==> src/rtl/rx_dma_pkg.sv <==
package rx_dma_pkg;
  localparam int NUM_BANKS = 2;
  typedef logic bank_sel_t;

  function automatic bank_sel_t other_bank(bank_sel_t b);
    return ~b;
  endfunction
endpackage

==> src/rtl/rx_fill_ctrl.sv <==
module rx_fill_ctrl
  import rx_dma_pkg::*;
#(
  parameter int DEPTH = 64,
  parameter int CNT_W = $clog2(DEPTH + 1),
  parameter int IDX_W = $clog2(DEPTH)
) (
  input  logic                 clk_i,
  input  logic                 rst_ni,
  input  logic                 dma_en_i,
  input  logic                 wr_valid_i,
  input  logic                 pkt_end_i,
  input  logic [NUM_BANKS-1:0] bank_full_i,
  output logic                 wr_ready_o,
  output logic                 wr_en_o,
  output logic [IDX_W-1:0]     wr_idx_o,
  output bank_sel_t            fill_bank_o,
  output logic                 commit_o,
  output logic [CNT_W-1:0]     commit_cnt_o
);
  bank_sel_t        fp_q;
  logic [CNT_W-1:0] wcnt_q;
  logic             end_ok, drop;

  assign wr_ready_o   = !bank_full_i[fp_q];
  assign wr_en_o      = wr_valid_i && wr_ready_o && (wcnt_q < CNT_W'(DEPTH));
  assign wr_idx_o     = wcnt_q[IDX_W-1:0];
  assign fill_bank_o  = fp_q;
  assign commit_cnt_o = wcnt_q + CNT_W'(wr_en_o);
  assign end_ok       = pkt_end_i && wr_ready_o;
  // zero-length packets never occupy a bank in DMA mode
  assign drop         = end_ok && dma_en_i && (commit_cnt_o == '0);
  assign commit_o     = end_ok && !drop;

  always_ff @(posedge clk_i or negedge rst_ni) begin
    if (!rst_ni) begin
      fp_q   <= 1'b0;
      wcnt_q <= '0;
    end else if (end_ok) begin
      wcnt_q <= '0;
      if (commit_o) fp_q <= other_bank(fp_q);
    end else if (wr_en_o) begin
      wcnt_q <= wcnt_q + CNT_W'(1);
    end
  end

  assert_zlp_keeps_bank_R5: assert property (@(posedge clk_i) disable iff (!rst_ni)
    (pkt_end_i && dma_en_i && wr_ready_o && wcnt_q == '0 && !wr_valid_i) |=> fp_q == $past(fp_q));
  assert_no_fill_when_busy_R8: assert property (@(posedge clk_i) disable iff (!rst_ni)
    !wr_ready_o |=> wcnt_q == $past(wcnt_q));
endmodule

==> src/rtl/rx_bank_store.sv <==
module rx_bank_store
  import rx_dma_pkg::*;
#(
  parameter int DATA_W = 8,
  parameter int DEPTH  = 64,
  parameter int CNT_W  = $clog2(DEPTH + 1),
  parameter int IDX_W  = $clog2(DEPTH)
) (
  input  logic                 clk_i,
  input  logic                 rst_ni,
  input  logic                 wr_en_i,
  input  bank_sel_t            fill_bank_i,
  input  logic [IDX_W-1:0]     wr_idx_i,
  input  logic [DATA_W-1:0]    wr_data_i,
  input  logic                 commit_i,
  input  logic [CNT_W-1:0]     commit_cnt_i,
  input  logic                 release_i,
  input  bank_sel_t            sel_i,
  input  logic [IDX_W-1:0]     rd_idx_i,
  output logic [NUM_BANKS-1:0] full_o,
  output logic [CNT_W-1:0]     cnt_sel_o,
  output logic [DATA_W-1:0]    rd_data_o
);
  logic [DATA_W-1:0] mem_q [NUM_BANKS][DEPTH];
  logic [CNT_W-1:0]  cnt_q [NUM_BANKS];
  logic [NUM_BANKS-1:0] full_q;

  always_ff @(posedge clk_i) begin
    if (wr_en_i) mem_q[fill_bank_i][wr_idx_i] <= wr_data_i;
  end

  for (genvar b = 0; b < NUM_BANKS; b++) begin : g_bank
    always_ff @(posedge clk_i or negedge rst_ni) begin
      if (!rst_ni) begin
        full_q[b] <= 1'b0;
        cnt_q[b]  <= '0;
      end else if (commit_i && fill_bank_i == bank_sel_t'(b)) begin
        full_q[b] <= 1'b1;
        cnt_q[b]  <= commit_cnt_i;
      end else if (release_i && sel_i == bank_sel_t'(b)) begin
        full_q[b] <= 1'b0;
      end
    end

    assert_cnt_bound_R9: assert property (@(posedge clk_i) disable iff (!rst_ni)
      full_q[b] |-> cnt_q[b] <= CNT_W'(DEPTH));
  end

  assign full_o    = full_q;
  assign cnt_sel_o = cnt_q[sel_i];
  assign rd_data_o = mem_q[sel_i][rd_idx_i];

  assert_commit_free_bank_R8: assert property (@(posedge clk_i) disable iff (!rst_ni)
    commit_i |-> !full_q[fill_bank_i]);
  assert_release_full_bank_R3: assert property (@(posedge clk_i) disable iff (!rst_ni)
    release_i |-> full_q[sel_i]);
endmodule

==> src/rtl/rx_drain_ctrl.sv <==
module rx_drain_ctrl
  import rx_dma_pkg::*;
#(
  parameter int DEPTH = 64,
  parameter int CNT_W = $clog2(DEPTH + 1),
  parameter int IDX_W = $clog2(DEPTH)
) (
  input  logic                 clk_i,
  input  logic                 rst_ni,
  input  logic                 dma_en_i,
  input  logic                 dma_ack_i,
  input  logic                 cpu_rd_i,
  input  logic                 cpu_done_i,
  input  logic [NUM_BANKS-1:0] full_i,
  input  logic [CNT_W-1:0]     cnt_i,
  output bank_sel_t            sel_o,
  output logic [IDX_W-1:0]     rd_idx_o,
  output logic                 release_o,
  output logic                 rx_full_o,
  output logic                 dma_req_o,
  output logic                 auto_rel_o,
  output logic                 proto_err_o
);
  bank_sel_t        sel_q;
  logic [CNT_W-1:0] rd_q;
  logic             have, pop, last, auto_rel, manual_rel;
  logic             auto_rel_q, err_q;

  assign rx_full_o  = full_i[sel_q];
  assign have       = rx_full_o && (rd_q < cnt_i);
  assign dma_req_o  = dma_en_i && have;
  assign pop        = (dma_en_i ? dma_ack_i : cpu_rd_i) && have;
  assign last       = pop && (rd_q + CNT_W'(1) == cnt_i);
  assign auto_rel   = dma_en_i && last;
  // read-done from software only acts in CPU mode
  assign manual_rel = !dma_en_i && cpu_done_i && rx_full_o;
  assign release_o  = auto_rel || manual_rel;
  assign sel_o      = sel_q;
  assign rd_idx_o   = rd_q[IDX_W-1:0];

  always_ff @(posedge clk_i or negedge rst_ni) begin
    if (!rst_ni) begin
      sel_q      <= 1'b0;
      rd_q       <= '0;
      auto_rel_q <= 1'b0;
      err_q      <= 1'b0;
    end else begin
      auto_rel_q <= auto_rel;
      err_q      <= dma_en_i && cpu_done_i;
      if (release_o) begin
        sel_q <= other_bank(sel_q);
        rd_q  <= '0;
      end else if (pop) begin
        rd_q <= rd_q + CNT_W'(1);
      end
    end
  end

  assign auto_rel_o  = auto_rel_q;
  assign proto_err_o = err_q;

  assert_auto_rel_in_dma_R3: assert property (@(posedge clk_i) disable iff (!rst_ni)
    auto_rel_o |-> $past(dma_en_i));
  assert_auto_rel_switches_R3: assert property (@(posedge clk_i) disable iff (!rst_ni)
    auto_rel_o |-> sel_q != $past(sel_q));
  assert_err_in_dma_R6: assert property (@(posedge clk_i) disable iff (!rst_ni)
    proto_err_o |-> $past(dma_en_i && cpu_done_i));
  assert_req_only_full_R1: assert property (@(posedge clk_i) disable iff (!rst_ni)
    dma_req_o |-> full_i[sel_q] && dma_en_i);
endmodule

==> src/rtl/rx_dma_drain.sv <==
module rx_dma_drain
  import rx_dma_pkg::*;
#(
  parameter int DATA_W = 8,
  parameter int DEPTH  = 64,
  localparam int CNT_W = $clog2(DEPTH + 1),
  localparam int IDX_W = $clog2(DEPTH)
) (
  input  logic              clk_i,
  input  logic              rst_ni,
  input  logic              dma_en_i,
  input  logic              wr_valid_i,
  input  logic [DATA_W-1:0] wr_data_i,
  input  logic              pkt_end_i,
  output logic              wr_ready_o,
  input  logic              dma_ack_i,
  input  logic              cpu_rd_i,
  input  logic              cpu_done_i,
  output logic              dma_req_o,
  output logic [DATA_W-1:0] rd_data_o,
  output logic              rx_full_o,
  output logic [CNT_W-1:0]  rx_cnt_o,
  output logic              auto_rel_o,
  output logic              proto_err_o
);
  logic [NUM_BANKS-1:0] full;
  logic                 wr_en, commit, release_b;
  logic [IDX_W-1:0]     wr_idx, rd_idx;
  logic [CNT_W-1:0]     commit_cnt;
  bank_sel_t            fill_bank, sel;

  rx_fill_ctrl #(.DEPTH(DEPTH), .CNT_W(CNT_W), .IDX_W(IDX_W)) u_fill (
    .clk_i, .rst_ni, .dma_en_i, .wr_valid_i, .pkt_end_i,
    .bank_full_i (full),
    .wr_ready_o,
    .wr_en_o     (wr_en),
    .wr_idx_o    (wr_idx),
    .fill_bank_o (fill_bank),
    .commit_o    (commit),
    .commit_cnt_o(commit_cnt)
  );

  rx_bank_store #(.DATA_W(DATA_W), .DEPTH(DEPTH), .CNT_W(CNT_W), .IDX_W(IDX_W)) u_store (
    .clk_i, .rst_ni,
    .wr_en_i     (wr_en),
    .fill_bank_i (fill_bank),
    .wr_idx_i    (wr_idx),
    .wr_data_i,
    .commit_i    (commit),
    .commit_cnt_i(commit_cnt),
    .release_i   (release_b),
    .sel_i       (sel),
    .rd_idx_i    (rd_idx),
    .full_o      (full),
    .cnt_sel_o   (rx_cnt_o),
    .rd_data_o
  );

  rx_drain_ctrl #(.DEPTH(DEPTH), .CNT_W(CNT_W), .IDX_W(IDX_W)) u_drain (
    .clk_i, .rst_ni, .dma_en_i, .dma_ack_i, .cpu_rd_i, .cpu_done_i,
    .full_i    (full),
    .cnt_i     (rx_cnt_o),
    .sel_o     (sel),
    .rd_idx_o  (rd_idx),
    .release_o (release_b),
    .rx_full_o,
    .dma_req_o,
    .auto_rel_o,
    .proto_err_o
  );
endmodule

==> config.mk <==
export PLATFORM = sky130hd
export DESIGN_NAME = rx_dma_drain
export DESIGN_NICKNAME = d
export VERILOG_FILES = /design/src/rtl/rx_dma_pkg.sv /design/src/rtl/rx_fill_ctrl.sv /design/src/rtl/rx_bank_store.sv /design/src/rtl/rx_drain_ctrl.sv /design/src/rtl/rx_dma_drain.sv
export SDC_FILE = /design/constraint.sdc
export NUM_CORES = 1
export LEC_CHECK = 0
export BUFFER_PORTS_ARGS = -buffer_cell sky130_fd_sc_hd__buf_2
export CAP_MARGIN = 20
export CORE_MARGIN = 5
export CORE_UTILIZATION = 52
export CTS_CLUSTER_SIZE = 20
export DETAILED_ROUTE_END_ITERATION = 10
export HOLD_SLACK_MARGIN = 0.12
export PLACE_DENSITY = 0.78
export SLEW_MARGIN = 5
export SYNTH_ARGS = -nofsm -noshare
export SYNTH_HDL_FRONTEND = slang
export SYNTH_SLANG_ARGS = --single-unit
==> constraint.sdc <==
create_clock -name clk_i -period 5.2 [get_ports clk_i]
set_clock_uncertainty 0.05 [all_clocks]
set_input_delay 0.26 -clock clk_i [delete_from_list [all_inputs] [get_ports clk_i]]
set_output_delay 0.26 -clock clk_i [all_outputs]
set_load 0.01 [all_outputs]
=== Word-level counts from Yosys, hierarchy flattened ===
Memories as Yosys holds them, arrays and structs flattened.
Index checks and enable logic that the tools add are counted.

* Register bits after elaboration: 34
* Input port bits: 16
* Memories: 1
* Output and inout bits: 20
* Latch bits: 0
* ROM bits: 0
* Logic and storage cells: 80
* RAM bits: 1024

{| class="wikitable"
|+ Memories
! memory !! words !! width !! rd ports !! clocked after Yosys merged registers in !! write ports !! RTL line !! RTL
|-
| u_store.mem_q || 2 || 512 || 1 || 0 || 1 || rx_bank_store.sv:24 || <nowiki>logic [DATA_W-1:0] mem_q [NUM_BANKS][DEPTH];</nowiki>
|}

* Bitwise logic cells: 5
* Multiply operators: 0
* Div/mod/pow operators: 0
* Eq/ne operators: 1
* Order comparisons: 8
* Muxes and demuxes: 23
* Reductions and logical operators: 29
* Shift operators: 0
* $add $sub $neg: 3

{| class="wikitable"
|+ Operators by type and width
! kind !! count
|-
| 512-bit 2-to-1 mux || 1
|-
| 7-bit 2-to-1 mux || 7
|-
| 8-bit binary-select mux with 6-bit select || 1
|-
| 8-bit demux with 6-bit select || 1
|-
| 8-bit 2-to-1 mux || 3
|-
| 1-bit logical AND || 19
|-
| 7-bit by 1-bit adder with 7-bit output, second input constant || 2
|-
| 7-bit greater-or-equal comparator, second input constant || 2
|-
| 6-bit NOT with 7-bit output || 2
|-
| 1-bit 2-to-1 mux || 10
|-
| 2-bit nonzero test || 4
|-
| 7-bit by 1-bit adder with 7-bit output || 1
|-
| 7-bit equality test || 1
|-
| 7-bit logical NOT || 1
|-
| 7-bit by 1-bit less-than comparator with 1-bit output, second input constant || 1
|-
| 7-bit less-than comparator || 1
|-
| 7-bit less-than comparator, second input constant || 1
|-
| 1-bit by 2-bit less-than comparator with 1-bit output, second input constant || 2
|-
| 1-bit logical NOT || 3
|-
| 2-bit greater-or-equal comparator, second input constant || 1
|-
| 1-bit NOT || 2
|-
| 1-bit NOT with 2-bit output || 1
|-
| 2-bit AND reduction || 1
|-
| 1-bit logical OR || 1
|}

=== Depth between registers and ports, before layout ===
* Depth in word-level cells: 13
* Gate-level depth with buffers: 16
* Mapped depth without buffers: 10

=== By module ===
Synthesis repeated with hierarchy kept, for this count alone.

* Cell total of the unflattened synthesis: 1839
* Area total of the unflattened synthesis: 41681.2 um^2

{| class="wikitable"
|+ By module, submodules not included
! module !! cells an instance !! instances !! area each (um^2) !! seq. area each (um^2)
|-
| rx_bank_store || 1679 || 1 || 40232.3 || 31149.9
|-
| rx_drain_ctrl || 98 || 1 || 885.8 || 250.2
|-
| rx_fill_ctrl || 62 || 1 || 563.0 || 200.2
|}

=== Worst setup path after synthesis ===
Ideal clock, no wire load.

* Path kind: register to register
* Start: register u_drain.sel_q (netlist: u_drain.sel_o)
* End: register u_drain.sel_q (netlist: u_drain.sel_o)
* Data required time: 5071 ps
* Period minus slack after synthesis: 4151 ps
* Cell stages (with the launch flop): 15
* Setup time: 79 ps
* Arrival time: 4022 ps
* Path buffers: 7
* Path slack: 1049 ps
* Cell sequence: dfrtp_1 buf_6 buf_4 buf_4 buf_4 buf_2 buf_4 buf_2 mux2_2 ha_1 nand2b_1 or4_4 or4_4 o21bai_4 xor2_1

* Longest elaborated chain between the ends: 10
* Elaborated cells between the ends (all ways): 15
* Those cells by class: order compare (1); eq/ne (1); mux (5); bitwise (2); reduce/logical (6)

{| class="wikitable"
|+ RTL lines
! what !! RTL line !! RTL
|-
| start: declaration || rx_drain_ctrl.sv:24 || <nowiki>bank_sel_t sel_q;</nowiki>
|-
| start signal: assignment || rx_drain_ctrl.sv:51 || <nowiki>sel_q <= other_bank(sel_q);</nowiki>
|-
| 1-bit NOT with 2-bit output (implied by the code) (*) || rx_bank_store.sv:50 || <nowiki>assign cnt_sel_o = cnt_q[sel_i];</nowiki>
|-
| 7-bit 2-to-1 mux (implied by the code) (*) (3 in a row) || rx_bank_store.sv:50 ||
|-
| net rx_cnt_o[0] || rx_dma_drain.sv:22 || <nowiki>output logic [CNT_W-1:0] rx_cnt_o,</nowiki>
|-
| 7-bit less-than comparator || rx_drain_ctrl.sv:30 || <nowiki>assign have = rx_full_o && (rd_q < cnt_i);</nowiki>
|-
| 1-bit logical AND || rx_drain_ctrl.sv:30 ||
|-
| 1-bit logical AND || rx_drain_ctrl.sv:32 || <nowiki>assign pop = (dma_en_i ? dma_ack_i : cpu_rd_i) && have;</nowiki>
|-
| 1-bit logical AND (*) || rx_drain_ctrl.sv:33 || <nowiki>assign last = pop && (rd_q + CNT_W'(1) == cnt_i);</nowiki>
|-
| 1-bit logical AND (*) || rx_drain_ctrl.sv:34 || <nowiki>assign auto_rel = dma_en_i && last;</nowiki>
|-
| 1-bit logical OR (*) || rx_drain_ctrl.sv:37 || <nowiki>assign release_o = auto_rel || manual_rel;</nowiki>
|}

Mark *: on every way through the listed nets, which the timed path passes. The rest lies on a longest branch. The select of a mux whose other input is x is not followed.
A chain may end at the register's enable or synchronous reset.

=== Worst setup path in the final report ===
* Start: register u_drain.sel_q (netlist: u_drain.sel_o)
* End: output rd_data_o[4]

* Longest elaborated chain between the ends: 4

{| class="wikitable"
|+ RTL lines
! what !! RTL line !! RTL
|-
| memory 2 x 512 bit || n/a ||
|-
| 8-bit binary-select mux with 6-bit select || rx_bank_store.sv:51 || <nowiki>assign rd_data_o = mem_q[sel_i][rd_idx_i];</nowiki>
|-
| 8-bit 2-to-1 mux (implied by the code) (2 in a row) || rx_bank_store.sv:51 ||
|-
| end: declaration || rx_dma_drain.sv:20 || <nowiki>output logic [DATA_W-1:0] rd_data_o,</nowiki>
|}

No other way between the ends. The select of a mux whose other input is x is not followed.

==> metrics.txt <==
Seq/Total Area, Yosys 75.6%; CP dominant cell by count buf_12; Die Height 294 um; Ant. Diodes 0; Clock transition at path regs 60 ps; gr usage total 23.0%; status complete, no violations; fin nets 2277; post-synth top area share 73.5%; final hold viol count 0; post-synth top area cell edfxtp_1; CP max stage delay 850 ps; Post-Synth Simple-Gate Area 3.73%; DR vias 22100; pin count of the biggest net entering global routing 109; Mean Syn Cell Area 19.6 sq um; fin. max-slew vios 0; worst path cell trace buf_12 > buf_12 > buf_4 > mux4_2 > a31oi_1 > o21ai_0 > a211oi_1 > a22oi_1 > buf_2; non-filler cells, final 3394; Crit Path Class reg2out; peak supply drop 0.260 mV; adder-cell share of the synthesized area 0.329%; ratio of final minimum period to clock period 89.0%; residual DRC count 0; Port-buffer cells 35; Syn Nets 2164; Syn. warnings 0; synthesized instance count 2137; Die Span X 294 um; Routed Antenna Nets 0; crit path buf inv count 4; Worst EP arrival 4320 ps; Root Driver clkbuf_16; number of I/O pins 36; PD cells 462 nW/um^2; Num CTS Buffers 98; mux cell area share after synthesis 15.1%; Starting DRT DRC Count 2662; post-synthesis xor/xnor area fraction 0.559%; Critical Path RT 4890 ps; vias in the first global route 22300; CTS tree done; detailed-route vias per instance 6.51; number of gates resized after cts 0; Area growth syn-to-layout 12.4%; fin crit period 4630 ps; number of flops mapped to enable cells by yosys 1024; final setup violation count 0; Placed Instances 3197; Leakage 15.0 nW; main combinational cell family by area after synthesis multiplexers; measured slew at the worst slew-check pin 1070 ps; Worst setup SP type register; H-tree depth 3; flop and latch count out of synthesis 1058; fraction of layout cells with a size suffix above 1 22.5%; Synth Cell Area 41800 sq um; CTS sink cnt 1058; RSZ-0062 raised after global routing no; Core ar. 80200 sq um; setup TNS 0 ps; DR WL/cell 29.3 um; asr flop ratio synth 3.21%; Main synth FF type edfxtp_1; worst hold path type in2reg; antenna violations before repair 2; R2R setup slack 1100 ps; CP Max Fanout 33; Initial Utilization 52.2%; Fmax achieved 216 MHz; Max Cap Viol 0; Synth Area in Compound Gates 3.35%; GRT overflow 0; row count 104; routability cong. 0.852; Die ar. 86200 sq um; synth unique cells 65; first-pass GRT wire length 148 mm; Max clock buf depth 3; drt pass-1 iters 5; Critical Path End Type output port; top cells by area, synth edfxtp_1, mux4_2, mux2i_1; clk_lat worst skew 640 ps; # fillers 5563; DRT Wirelength 99.5 mm; Power, Total 0.0217 W; HPWL Detailed 59.7 mm; CP delay by family, top compound AO/OA/AOI/OAI gates; Crit-path slowest cell dfrtp_4; Slew HR 28.9%
[worst paths after layout]
path,from,end,cells after the start
min reg2reg,u_store.cnt_q[10]$_DFFE_PN0P_,u_store.cnt_q[10]$_DFFE_PN0P_,1
min,wr_data_i[2],u_store.mem_q[0][82]$_DFFE_PP_,1
max in group asynchronous,rst_ni,u_drain.sel_o$_DFFE_PN0P_,2
max reg2reg,u_fill.fill_bank_o$_DFFE_PN0P_,u_store.cnt_q[2]$_DFFE_PN0P_,9
max,u_drain.sel_o$_DFFE_PN0P_,rd_data_o[4],9
min in group asynchronous,rst_ni,u_store.cnt_q[7]$_DFFE_PN0P_,2
[metrics by stage]
stage               setup slack [ps]  util [%]  instance area [sq um]  hold WS (ps)
finish                           574      58.7                  47000           127
global route                     312      58.7                  47000           149
CTS                              531      58.5                  46900           127
detailed placement              1190      54.4                  43600           317
global placement                1180      54.3                  43600           321
floorplan                       1050         -                  41800         -85.6
[logic make-up after synthesis]
| logic type | count (synthesis) |
|---|---|
| DFF | 1058 |
| muxes | 368 |
| and+or+nand+nor | 351 |
| AOI/OAI and AO/OA | 192 |
| buffers and inverters | 132 |
| xor gates and xnor gates | 25 |
| adders and majority gates | 11 |
[cells in the mapped netlist (11+ instances only)]
cell and count:
buf_1 19, o21ai_0 11, nor3_1 15, a31oi_1 11, nand2b_1 15, nor2b_1 13, a22oi_1 18, clkbuf_1 58
a211oi_1 15, mux2_2 27, dfrtp_1 34, mux2i_1 135, buf_2 24, buf_4 17, nand2_1 76, nand3_1 33
edfxtp_1 1024, ha_1 11, xnor2_1 15, a2111oi_0 12, o22ai_1 30, a21oi_1 31, nor2_1 162, mux4_2 206
inv_1 12, o221ai_1 13
[timing repair]
item | CTS | global route
endpoints found under the hold margin | 110 | 0
hold buffers | 9 | 0
buffers inserted | 0 | 0
[cell usage in the layout, fill, tap and decap left out, drive strengths merged, types with 33 or more instances in the layout]
cell,instances
edfxtp,1024
mux4,206
nor2,162
mux2i,135
buf,123
clkbuf,115
nand2,76
clkinv,42
dfrtp,34
nand3,33
[routing by layer]
metal / routed length (um) / up-vias / track usage (%)
li1: - / 8969 / -
met1: 36900 / 11500 / 31.1
met2: 47700 / 1437 / 36.2
met3: 10400 / 242 / 5.73
met4: 4490 / 4 / 9.73
met5: 25 / - / 0
[sequential cells by signal (all words and copies together), names as in the netlist]
name / flops
u_store.cnt_q: 14
u_drain.proto_err_o: 1
u_drain.sel_o: 1
u_drain.auto_rel_o: 1
u_drain.rd_q: 7
u_store.full_o: 2
u_store.mem_q: 1024
u_fill.wcnt_q: 7
u_fill.fill_bank_o: 1
[report_power, final]
part | switching, W | internal, W | leakage, nW
combinational | 0.00269 | 0.00213 | 3.82
sequential | 0.000202 | 0.00944 | 9.65
clock | 0.00312 | 0.00416 | 1.58
[cell type report]
type	count	area (sq um)	share of cell area, %
Sequential cell	1058	31600	67.2
Multi-Input combinational cell	947	9640	20.5
Clock buffer	115	2540	5.40
Tap cell	1060	1330	2.82
Timing Repair Buffer	132	1120	2.39
Clock inverter	69	728	1.55
Inverter	13	48.8	0.104
(Power assumes the default switching activity.)
